`src/rtl/ctlfrm_pkg.sv`:
```
package ctlfrm_pkg;

    localparam int ADDR_BYTES = 12;
    localparam logic [15:0] TYPE_VLAN = 16'h8100;
    localparam logic [15:0] TYPE_MACCTL = 16'h8808;
    localparam logic [15:0] OPC_PAUSE = 16'h0001;

    typedef enum logic [3:0] {
        PS_ADDR,
        PS_THI,
        PS_TLO,
        PS_VHI,
        PS_VLO,
        PS_OHI,
        PS_OLO,
        PS_QHI,
        PS_QLO,
        PS_BODY
    } parse_st_e;

    typedef struct packed {
        logic fwd_pause;
        logic ctl_ena;
        logic pause_ign;
    } cfg_t;

    typedef struct packed {
        logic       valid;
        logic       sof;
        logic       eof;
        logic       good;
        logic       keep;
        logic [7:0] data;
    } beat_t;

    // Byte index of the last byte needed for the verdict, plus one.
    function automatic int decide_bytes(input int vlan_max);
        return ADDR_BYTES + 4 * vlan_max + 4;
    endfunction

endpackage

```
`src/rtl/ctlfrm_parser.sv`:
```
module ctlfrm_parser
    import ctlfrm_pkg::*;
#(
    parameter int VLAN_MAX = 2,
    parameter int DEPTH    = decide_bytes(VLAN_MAX),
    parameter int IDX_W    = $clog2(DEPTH)
) (
    input  logic             clk,
    input  logic             rst,
    input  logic             in_valid,
    input  logic             in_sof,
    input  logic             in_eof,
    input  logic             in_good,
    input  logic [7:0]       in_data,
    input  cfg_t             cfg_live,
    output logic             acc,
    output logic             dec_we,
    output logic [IDX_W-1:0] dec_idx,
    output logic             dec_keep,
    output logic             pause_stb,
    output logic [15:0]      pause_quanta
);

    localparam int VCW = (VLAN_MAX > 0) ? $clog2(VLAN_MAX + 1) : 1;
    localparam logic [IDX_W-1:0] IDX_LAST = IDX_W'(DEPTH - 1);
    localparam logic [IDX_W-1:0] IDX_ADDR_END = IDX_W'(ADDR_BYTES - 1);

    logic             in_frame_q;
    parse_st_e        st_q, cur_st, nst;
    logic [IDX_W-1:0] idx_q, cur_idx, nidx;
    logic [VCW-1:0]   vlan_q, cur_vlan, nvlan;
    logic [7:0]       hi_q;
    logic             decided_q, cur_decided;
    logic             ctrl_q, cur_ctrl, nctrl;
    logic             pause_q, cur_pause, npause;
    logic             qok_q, cur_qok, nqok;
    logic [15:0]      quanta_q, cur_quanta, nquanta;
    cfg_t             cfg_q, cfg_eff;
    logic [15:0]      field;
    logic             dec_now;
    logic             keep_now;
    logic             stb_d;

    assign acc         = in_valid && (in_sof || in_frame_q);
    assign cur_st      = in_sof ? PS_ADDR : st_q;
    assign cur_idx     = in_sof ? '0 : idx_q;
    assign cur_vlan    = in_sof ? '0 : vlan_q;
    assign cur_decided = in_sof ? 1'b0 : decided_q;
    assign cur_ctrl    = in_sof ? 1'b0 : ctrl_q;
    assign cur_pause   = in_sof ? 1'b0 : pause_q;
    assign cur_qok     = in_sof ? 1'b0 : qok_q;
    assign cur_quanta  = in_sof ? '0 : quanta_q;
    assign cfg_eff     = in_sof ? cfg_live : cfg_q;
    assign field       = {hi_q, in_data};
    assign nidx        = (cur_idx == IDX_LAST) ? cur_idx : cur_idx + 1'b1;

    always_comb begin
        nst      = cur_st;
        nvlan    = cur_vlan;
        nctrl    = cur_ctrl;
        npause   = cur_pause;
        nqok     = cur_qok;
        nquanta  = cur_quanta;
        dec_now  = 1'b0;
        keep_now = 1'b1;
        unique case (cur_st)
            PS_ADDR: begin
                if (cur_idx == IDX_ADDR_END) nst = PS_THI;
            end
            PS_THI: nst = PS_TLO;
            PS_TLO: begin
                if (field == TYPE_VLAN && int'(cur_vlan) < VLAN_MAX) begin
                    nvlan = cur_vlan + 1'b1;
                    nst   = PS_VHI;
                end else if (field == TYPE_MACCTL) begin
                    nctrl = 1'b1;
                    nst   = PS_OHI;
                end else begin
                    dec_now  = 1'b1;
                    keep_now = 1'b1;
                    nst      = PS_BODY;
                end
            end
            PS_VHI: nst = PS_VLO;
            PS_VLO: nst = PS_THI;
            PS_OHI: nst = PS_OLO;
            PS_OLO: begin
                dec_now = 1'b1;
                if (field == OPC_PAUSE) begin
                    npause   = 1'b1;
                    keep_now = cfg_eff.fwd_pause;
                    nst      = PS_QHI;
                end else begin
                    keep_now = cfg_eff.ctl_ena;
                    nst      = PS_BODY;
                end
            end
            PS_QHI: nst = PS_QLO;
            PS_QLO: begin
                nquanta = field;
                nqok    = 1'b1;
                nst     = PS_BODY;
            end
            default: nst = PS_BODY;
        endcase
    end

    // Verdict either at its natural point or, for a short frame, at its end.
    always_comb begin
        dec_we   = acc && !cur_decided && (dec_now || in_eof);
        dec_idx  = cur_idx;
        dec_keep = dec_now ? keep_now : (nctrl ? cfg_eff.ctl_ena : 1'b1);
        stb_d    = acc && in_eof && in_good && npause && nqok && !cfg_eff.pause_ign;
    end

    always_ff @(posedge clk) begin
        if (rst) begin
            in_frame_q   <= 1'b0;
            st_q         <= PS_ADDR;
            idx_q        <= '0;
            vlan_q       <= '0;
            hi_q         <= '0;
            decided_q    <= 1'b0;
            ctrl_q       <= 1'b0;
            pause_q      <= 1'b0;
            qok_q        <= 1'b0;
            quanta_q     <= '0;
            cfg_q        <= '0;
            pause_stb    <= 1'b0;
            pause_quanta <= '0;
        end else begin
            pause_stb <= stb_d;
            if (stb_d) pause_quanta <= nquanta;
            if (acc) begin
                in_frame_q <= !in_eof;
                st_q       <= nst;
                idx_q      <= nidx;
                vlan_q     <= nvlan;
                hi_q       <= in_data;
                decided_q  <= cur_decided || dec_we;
                ctrl_q     <= nctrl;
                pause_q    <= npause;
                qok_q      <= nqok;
                quanta_q   <= nquanta;
                cfg_q      <= cfg_eff;
            end
        end
    end

endmodule

```
`src/rtl/ctlfrm_delay.sv`:
```
module ctlfrm_delay
    import ctlfrm_pkg::*;
#(
    parameter int DEPTH = 24,
    parameter int IDX_W = $clog2(DEPTH)
) (
    input  logic             clk,
    input  logic             rst,
    input  beat_t            in_beat,
    input  logic             dec_we,
    input  logic [IDX_W-1:0] dec_idx,
    input  logic             dec_keep,
    output logic             out_valid,
    output logic             out_sof,
    output logic             out_eof,
    output logic             out_good,
    output logic [7:0]       out_data
);

    beat_t last;
    logic  keep_q;
    logic  keep_cur;

    // Stage k receives the start beat of the frame whose byte k is arriving,
    // so the verdict is written there as that beat moves in.
    for (genvar i = 0; i < DEPTH; i++) begin : g_stage
        beat_t q;
        beat_t nxt;
        if (i == 0) begin : g_head
            always_comb begin
                nxt = in_beat;
                if (dec_we && dec_idx == IDX_W'(i)) nxt.keep = dec_keep;
            end
        end else begin : g_body
            always_comb begin
                nxt = g_stage[i-1].q;
                if (dec_we && dec_idx == IDX_W'(i)) nxt.keep = dec_keep;
            end
        end
        always_ff @(posedge clk) begin
            if (rst) q <= '0;
            else     q <= nxt;
        end
    end

    assign last     = g_stage[DEPTH-1].q;
    assign keep_cur = last.sof ? last.keep : keep_q;
    assign out_valid = last.valid && keep_cur;
    assign out_sof   = out_valid && last.sof;
    assign out_eof   = out_valid && last.eof;
    assign out_good  = out_valid && last.good;
    assign out_data  = out_valid ? last.data : 8'h00;

    always_ff @(posedge clk) begin
        if (rst) keep_q <= 1'b0;
        else if (last.valid && last.sof) keep_q <= last.keep;
    end

endmodule

```
`src/rtl/ctlfrm_filter.sv`:
```
module ctlfrm_filter
    import ctlfrm_pkg::*;
#(
    parameter int VLAN_MAX = 2
) (
    input  logic        clk,
    input  logic        rst,
    input  logic        in_valid,
    input  logic        in_sof,
    input  logic        in_eof,
    input  logic        in_good,
    input  logic [7:0]  in_data,
    input  logic        cfg_pause_fwd,
    input  logic        cfg_ctl_ena,
    input  logic        cfg_pause_ign,
    output logic        out_valid,
    output logic        out_sof,
    output logic        out_eof,
    output logic        out_good,
    output logic [7:0]  out_data,
    output logic        pause_stb,
    output logic [15:0] pause_quanta
);

    localparam int DEPTH = decide_bytes(VLAN_MAX);
    localparam int IDX_W = $clog2(DEPTH);

    cfg_t             cfg_live;
    beat_t            in_beat;
    logic             acc;
    logic             dec_we;
    logic [IDX_W-1:0] dec_idx;
    logic             dec_keep;

    assign cfg_live = '{fwd_pause: cfg_pause_fwd, ctl_ena: cfg_ctl_ena, pause_ign: cfg_pause_ign};

    always_comb begin
        in_beat       = '0;
        in_beat.valid = acc;
        if (acc) begin
            in_beat.sof  = in_sof;
            in_beat.eof  = in_eof;
            in_beat.good = in_good && in_eof;
            in_beat.data = in_data;
        end
    end

    ctlfrm_parser #(
        .VLAN_MAX (VLAN_MAX),
        .DEPTH    (DEPTH),
        .IDX_W    (IDX_W)
    ) u_parser (
        .clk          (clk),
        .rst          (rst),
        .in_valid     (in_valid),
        .in_sof       (in_sof),
        .in_eof       (in_eof),
        .in_good      (in_good),
        .in_data      (in_data),
        .cfg_live     (cfg_live),
        .acc          (acc),
        .dec_we       (dec_we),
        .dec_idx      (dec_idx),
        .dec_keep     (dec_keep),
        .pause_stb    (pause_stb),
        .pause_quanta (pause_quanta)
    );

    ctlfrm_delay #(
        .DEPTH (DEPTH),
        .IDX_W (IDX_W)
    ) u_delay (
        .clk       (clk),
        .rst       (rst),
        .in_beat   (in_beat),
        .dec_we    (dec_we),
        .dec_idx   (dec_idx),
        .dec_keep  (dec_keep),
        .out_valid (out_valid),
        .out_sof   (out_sof),
        .out_eof   (out_eof),
        .out_good  (out_good),
        .out_data  (out_data)
    );

endmodule

```
`config.mk`:
```
export PLATFORM = sky130hd
export DESIGN_NAME = ctlfrm_filter
export DESIGN_NICKNAME = d
export VERILOG_FILES = /design/src/rtl/ctlfrm_pkg.sv /design/src/rtl/ctlfrm_parser.sv /design/src/rtl/ctlfrm_delay.sv /design/src/rtl/ctlfrm_filter.sv
export SDC_FILE = /design/constraint.sdc
export NUM_CORES = 1
export LEC_CHECK = 0
export BUFFER_PORTS_ARGS = -buffer_cell sky130_fd_sc_hd__buf_2
export CAP_MARGIN = 10
export CORE_UTILIZATION = 60
export CTS_CLUSTER_DIAMETER = 80
export DETAILED_ROUTE_END_ITERATION = 16
export GPL_TIMING_DRIVEN = 0
export HOLD_SLACK_MARGIN = 0.02
export PLACE_DENSITY = 0.85
export SLEW_MARGIN = 10
export SYNTH_ARGS = -nofsm -noshare
export SYNTH_HDL_FRONTEND = slang
export SYNTH_SLANG_ARGS = --single-unit
```
`constraint.sdc`:
```
create_clock -name clk -period 3.2 [get_ports clk]
set_input_delay 0.8 -clock clk [delete_from_list [all_inputs] [get_ports clk]]
set_output_delay 0.8 -clock clk [all_outputs]
set_load 0.005 [all_outputs]
```
== Word-level counts from Yosys, hierarchy flattened ==
Index checks and enable logic that the tools add are counted.
Word-level totals
  output and inout bits: 29
  register bits: 373
  input bits: 17
Cells by class
  $lt $le $gt $ge: 1
  mux-type cells: 56
  reductions and logical operators: 49
  add/sub/neg operators: 2
  equality and inequality tests: 34
  bitwise operators: 2
Operators by type and width (number)
  $eq 5x4->1 const B: 8
  $eq 5x5->1 const B: 8
  $mux 1: 40
  $logic_and 1x1->1: 39
  $eq 16x16->1 const B: 2
  $mux 16: 2
  $pmux 4 s8: 1
  $eq 5x3->1 const B: 4
  $mux 4: 5
  $eq 16x1->1 const B: 1
  $eq 4x3->1 const B: 4
  $eq 5x2->1 const B: 2
  $mux 5: 2
  $eq 4x2->1 const B: 2
  $mux 8: 1
  $mux 2: 3
  $add 5x1->5 const B: 1
  $eq 5x1->1 const B: 1
  $logic_not 5->1: 1
  $eq 4x1->1 const B: 1
  $eq 4x4->1 const B: 1
  $logic_not 4->1: 1
  $reduce_or 2->1: 2
  $logic_not 1->1: 3
  other kinds (6): 9

== Depth between registers and ports, before layout ==
  depth after elaboration: 10
  depth in mapped cells: 11

== Modules after synthesis ==
Synthesis repeated with hierarchy kept, for this count alone.
Unflattened totals
  cell total of the unflattened synthesis: 1089
  area, all modules: 11857.6 sq um
Modules (own cells, without submodules)
  ctlfrm_delay: cells an instance 742, area an instance 8978.6 sq um, instances 1
  ctlfrm_parser: cells an instance 334, area an instance 2795.2 sq um, instances 1
  ctlfrm_filter: cells an instance 13, area an instance 83.8 sq um, instances 1

== Least setup slack after synthesis ==
Ideal clock, no wire load.
  kind: in2reg
  start: input in_sof
  end: register u_delay.g_stage[15].q[8] in the netlist's numbering
  cell stages on the path: 11
  buffers on the path: 3
  library setup time: 0.091 ns
  arrival: 2.599 ns
  path slack: 0.510 ns
  cell sequence: buf_6 buf_2 buf_1 nor2b_1 ha_1 nor2b_1 and3_1 ha_1 and3_1 a21oi_1 a311oi_1
Between the ends
  word-level cells in the longest chain between the ends: 9
  elaborated cells between the ends (all ways): 28
  classes of those cells: order compare (1); eq/ne (3); mux (16); reduce/logical (8)
Ends and longest elaborated chain
  start: declaration: line ctlfrm_filter.sv:9  | input logic in_sof,
  $mux 2: line ctlfrm_parser.sv:47  | assign cur_vlan = in_sof ? '0 : vlan_q;
  $lt 2x2->1: line ctlfrm_parser.sv:72  | if (field == TYPE_VLAN && int'(cur_vlan) < VLAN_MAX) begin
  $logic_and 1x1->1: line ctlfrm_parser.sv:72
  $mux 1: line ctlfrm_parser.sv:72
  $pmux 1 s2: line ctlfrm_parser.sv:66  | unique case (cur_st)
  $logic_or 1x1->1: line ctlfrm_parser.sv:110  | dec_we = acc && !cur_decided && (dec_now || in_eof);
  $logic_and 1x1->1: line ctlfrm_parser.sv:110
  $logic_and 1x1->1: line ctlfrm_delay.sv:37  | if (dec_we && dec_idx == IDX_W'(i)) nxt.keep = dec_keep;
  $mux 1 *: line ctlfrm_delay.sv:37
  end signal: assignment: line ctlfrm_delay.sv:42  | else q <= nxt;
  end: declaration: line ctlfrm_delay.sv:27  | beat_t q;
Every way passes the cells marked *; elsewhere a longest branch is shown, timed or not.
A chain may end at the register's enable or synchronous reset.

== Worst setup path in the final report ==
  start: input in_sof
  end: register u_delay.g_stage[8].q[8] in the netlist's numbering
Between the ends
  word-level cells in the longest chain between the ends: 9
  elaborated cells between the ends (all ways): 28
  classes of those cells: order compare (1); eq/ne (3); mux (16); reduce/logical (8)
Ends and longest elaborated chain (line)
  $mux 2: ctlfrm_parser.sv:47
  $lt 2x2->1: ctlfrm_parser.sv:72
  $logic_and 1x1->1: ctlfrm_parser.sv:72
  $mux 1: ctlfrm_parser.sv:72
  $pmux 1 s2: ctlfrm_parser.sv:66
  $logic_or 1x1->1: ctlfrm_parser.sv:110
  $logic_and 1x1->1: ctlfrm_parser.sv:110
  $logic_and 1x1->1: ctlfrm_delay.sv:37
  $mux 1 *: ctlfrm_delay.sv:37
  end signal: assignment: ctlfrm_delay.sv:42
  end: declaration: ctlfrm_delay.sv:27
Marks and branches as above.

==> out/summary.json <==
{
  "dp_cells": {"value": 1376},
  "outcome": {"value": "finished, final reports clean"},
  "yosys.area.top_type": {"value": "sky130_fd_sc_hd__dfxtp_1"},
  "tritoncts": {"value": "done"},
  "max_clk_rate": {"value": 0.339, "unit": "GHz"},
  "place.detailed.hpwl": {"value": 13700, "unit": "µm"},
  "dpl-instance-area": {"value": 12400, "unit": "µm²"},
  "path_cells": {"value": "buf_2 > buf_6 > buf_2 > buf_1 > nor2b_1 > inv_1 > ha_1 > nor2b_1 > and4_1 > a21oi_1 > a311oi_1"},
  "syn_to_final_growth": {"value": 14.3, "unit": "%"},
  "net_count_reported_at_finish": {"value": 1175},
  "finalInstanceArea": {"value": 13500, "unit": "µm²"},
  "overflow": {"value": 0},
  "final.setup.tns": {"value": 0, "unit": "ps"},
  "worstSetupStartpointType": {"value": "input pin"},
  "floorplan.rows": {"value": 50},
  "cts_root_buf": {"value": "sky130_fd_sc_hd__clkbuf_16"},
  "global_route_wire_length_before_repair": {"value": 34600, "unit": "µm"},
  "synth_nets": {"value": 1095},
  "unrepaired_setup_endpoints_after_global_routing": {"value": "false"},
  "endpoint_kind": {"value": "flop"},
  "max-slew-margin-rel": {"value": 44.9, "unit": "%"},
  "min_period": {"value": 2950, "unit": "ps"},
  "timing.final.crit_share": {"value": 92.1, "unit": "%"},
  "grt_usage": {"value": 21.6, "unit": "%"},
  "timing.hold.worst.class": {"value": "reg -> reg"},
  "largest_net_degree_at_the_start_of_global_routing": {"value": 16},
  "placeable_area": {"value": 19000, "unit": "µm²"},
  "max_cap_viol_count": {"value": 0},
  "dieArea": {"value": 20300, "unit": "µm²"},
  "synth.top_cells.by_area": {"value": "sky130_fd_sc_hd__dfxtp_1 (63%), sky130_fd_sc_hd__nor2b_1 (15%), sky130_fd_sc_hd__a211oi_1 (1.8%)"},
  "buffers_plus_inverters_on_the_worst_setup_path": {"value": 5},
  "post_cts_resize_count": {"value": 0},
  "setup_viol": {"value": 0},
  "count_of_pins_on_the_block_boundary": {"value": 46},
  "vias": {"value": 7560},
  "postSynth.asyncResetShare": {"value": 0, "unit": "%"},
  "detail_route.drc_violations": {"value": 0},
  "post_layout_instance_count_excluding_filler_cells": {"value": 1437},
  "antenna_cells_inserted": {"value": 0},
  "crit-reg2reg-capture": {"value": "u_delay.g_stage[4].q[8]$_SDFF_PP0_"},
  "critical_path.reg2reg.startpoint": {"value": "u_parser.hi_q[4]$_SDFFE_PP0P_"},
  "initial_antenna_violation_count": {"value": 0},
  "drtAntennaViolNets": {"value": 0},
  "cts_setup_buffers": {"value": 0},
  "largest_buffer_count_on_any_clock_path": {"value": 3},
  "clkLatencyLatePin": {"value": 510, "unit": "ps"},
  "hold_path_end": {"value": "u_delay.g_stage[4].q[12]$_SDFF_PP0_"},
  "initialDrtViolationCount": {"value": 445},
  "viasPerCell": {"value": 5.26},
  "dieWidth": {"value": 142, "unit": "µm"},
  "crit_start": {"value": "in_sof"},
  "timing_worst_slew_pin_value": {"value": 818, "unit": "ps"},
  "post-synth-top-area-fraction": {"value": 63.2, "unit": "%"},
  "arrival_time_of_the_worst_setup_path": {"value": 3370, "unit": "ps"},
  "yosysWarningCount": {"value": 0},
  "number_of_hold_violations_in_the_final_report": {"value": 0},
  "mostFrequentLayoutCells": {"value": "sky130_fd_sc_hd__dfxtp_1 (373), sky130_fd_sc_hd__nor2b_1 (285), sky130_fd_sc_hd__clkbuf_1 (58)"},
  "gp_congestion": {"value": 0.930},
  "cts-hold-fix-buffers": {"value": 0},
  "critical_path_peak_fanout": {"value": 10},
  "synth_enable_flop_cells": {"value": 0},
  "io_buffer_count": {"value": 43},
  "cpLargestDelayFamily": {"value": "buffers and inverters"},
  "layout_commonest_cell": {"value": "sky130_fd_sc_hd__dfxtp_1"},
  "avgRoutedWirePerCell": {"value": 14.7, "unit": "µm"},
  "synth_cells": {"value": 1073},
  "syn-mean-instance-area": {"value": 11.0, "unit": "µm²"},
  "worst_hold_startpoint": {"value": "u_delay.g_stage[3].q[12]$_SDFF_PP0_"},
  "worstSetupPathType": {"value": "in -> reg"},
  "fp.dieH": {"value": 142, "unit": "µm"},
  "power-per-cell-area": {"value": 669, "unit": "nW/µm²"},
  "numClockSinks": {"value": 373},
  "worst_reg2reg_setup_slack": {"value": 1030, "unit": "ps"},
  "initial_utilization": {"value": 62.2, "unit": "%"},
  "fin_skew": {"value": 6.50, "unit": "ps"},
  "timing.final.ws_setup": {"value": 252, "unit": "ps"},
  "drtPass1Iterations": {"value": 5},
  "ys_dominant_reg_cell": {"value": "sky130_fd_sc_hd__dfxtp_1"},
  "tritoncts.num_buffers": {"value": 35},
  "finalMaxSlewViolations": {"value": 0},
  "netlist-cell-type-count": {"value": 57},
  "worstPathRequired": {"value": 3620, "unit": "ps"},
  "seq_area_frac_synth": {"value": 63.2, "unit": "%"},
  "timing.critical_path.slowest_stage_cell": {"value": "sky130_fd_sc_hd__buf_1"},
  "cpPeakStageDelay": {"value": 450, "unit": "ps"},
  "leakagePower": {"value": 5.21, "unit": "nW"},
  "clkTransAtPathRegs": {"value": 60, "unit": "ps"},
  "rr_worst_depth": {"value": 7},
  "synth-seq-cells": {"value": 373},
  "post_synth_design_cell_area": {"value": 11800, "unit": "µm²"},
  "drive_gt1_share": {"value": 12.1, "unit": "%"},
  "worst_ir_drop_vdd": {"value": 433, "unit": "µV"},
  "dpl_worst_slack": {"value": -184, "unit": "ps"},
  "first_global_vias": {"value": 7304},
  "min_delay_path_depth": {"value": 1},
  "n_fill_cell": {"value": 1368},
  "routed_wl": {"value": 21200, "unit": "µm"},
  "cts_htree_levels": {"value": 2}
}
worst register-to-register path: cells and delay by family, from the launching register on:
| kind | cells | cell delay (ps) |
|---|---|---|
| simple gates | 4 | 970 |
| mux | 1 | 320 |
| buf+inv | 1 | 200 |
| compound gates | 1 | 250 |
| flops | 1 | 340 |
sequential cells by signal (all words and copies together), names as in the netlist:
| name | cells |
|---|---|
| u_parser.pause_stb | 1 |
| u_parser.st_q | 4 |
| u_parser.cfg_q | 3 |
| u_delay.g_stage.nxt | 12 |
| u_parser.pause_q | 1 |
| u_delay.keep_q | 1 |
| u_parser.vlan_q | 2 |
| u_parser.idx_q | 5 |
| u_parser.qok_q | 1 |
| u_parser.hi_q | 8 |
| u_parser.ctrl_q | 1 |
| u_parser.pause_quanta | 16 |
| u_parser.decided_q | 1 |
| u_parser.quanta_q | 16 |
| u_delay.g_stage.q | 300 |
| u_parser.in_frame_q | 1 |
cell type report:
class | instances | area, µm² | share of cell area (%)
multi-input cells | 622 | 3990 | 29.5
repair buffers | 43 | 215 | 1.59
plain buffers | 73 | 352 | 2.60
well taps | 260 | 325 | 2.41
clock buffers | 52 | 1060 | 7.86
flip-flops and latches | 373 | 7470 | 55.2
inverters | 5 | 18.8 | 0.139
clock inverters | 9 | 88.8 | 0.657
layer usage:
layer | global-route usage, % | part of all wire (%) | up-vias
met1 | 25.8 | 43 | 3584
met5 | 0 | 0 | -
met2 | 38.7 | 49 | 229
met4 | 7.81 | 2.3 | 0
li1 | - | - | 3703
met3 | 3.97 | 5.8 | 44
per-stage QoR:
stage / hold slack, ps / total power [mW] / utilization, %
after floorplan: 414 / 4.99 / -
after global placement: 415 / 5.07 / 65.0
after detailed placement: 420 / 5.08 / 65.0
after CTS: 432 / 9.11 / 71.1
after global routing: 442 / 9.34 / 71.1
final: 432 / 9.04 / 71.1
report_power, final:
part           total [mW]  switching (mW)  internal, mW
clock network        4.06            1.67          2.39
logic               0.278           0.199        0.0788
registers            4.71          0.0222          4.68
cells in the mapped netlist, drive strengths merged (2+ instances only):
cell and number:
buf 22, o211ai 2, o22ai 2, nand2b 3
nor3b 18, nand3 9, a21oi 43, mux2i 5
nand2 37, and4 2, nor2 53, a311oi 18
dfxtp 373, a22oi 4, ha 5, clkbuf 51
nor2b 285, inv 5, and3 13, o21ai 5
and2 26, a31oi 15, nor4 6, a211oi 43
nor3 9
logic make-up after synthesis:
| family | count (synthesis) | share of synthesized area, % |
|---|---|---|
| compound gates | 142 | 8.86 |
| fa+ha+maj | 5 | 0.529 |
| buf+inv | 78 | 3.13 |
| flops | 373 | 63.2 |
| mux | 5 | 0.423 |
| simple gates | 470 | 23.9 |
worst max path at each step:
stage | depth (start not counted) | end | slack [ps]
2_1_floorplan | 11 | u_delay.g_stage[15].q[8]$_SDFF_PP0_ | 510
3_3_place_gp | 11 | u_delay.g_stage[15].q[8]$_SDFF_PP0_ | -110
3_5_place_dp | 12 | u_delay.g_stage[15].q[8]$_SDFF_PP0_ | -180
4_1_cts | 12 | u_delay.g_stage[15].q[8]$_SDFF_PP0_ | 320
5_1_grt | 10 | u_parser.idx_q[3]$_SDFFE_PP0P_ | 60
6_report | 11 | u_delay.g_stage[8].q[8]$_SDFF_PP0_ | 250
No activity file was read; power rests on OpenSTA's default activity.
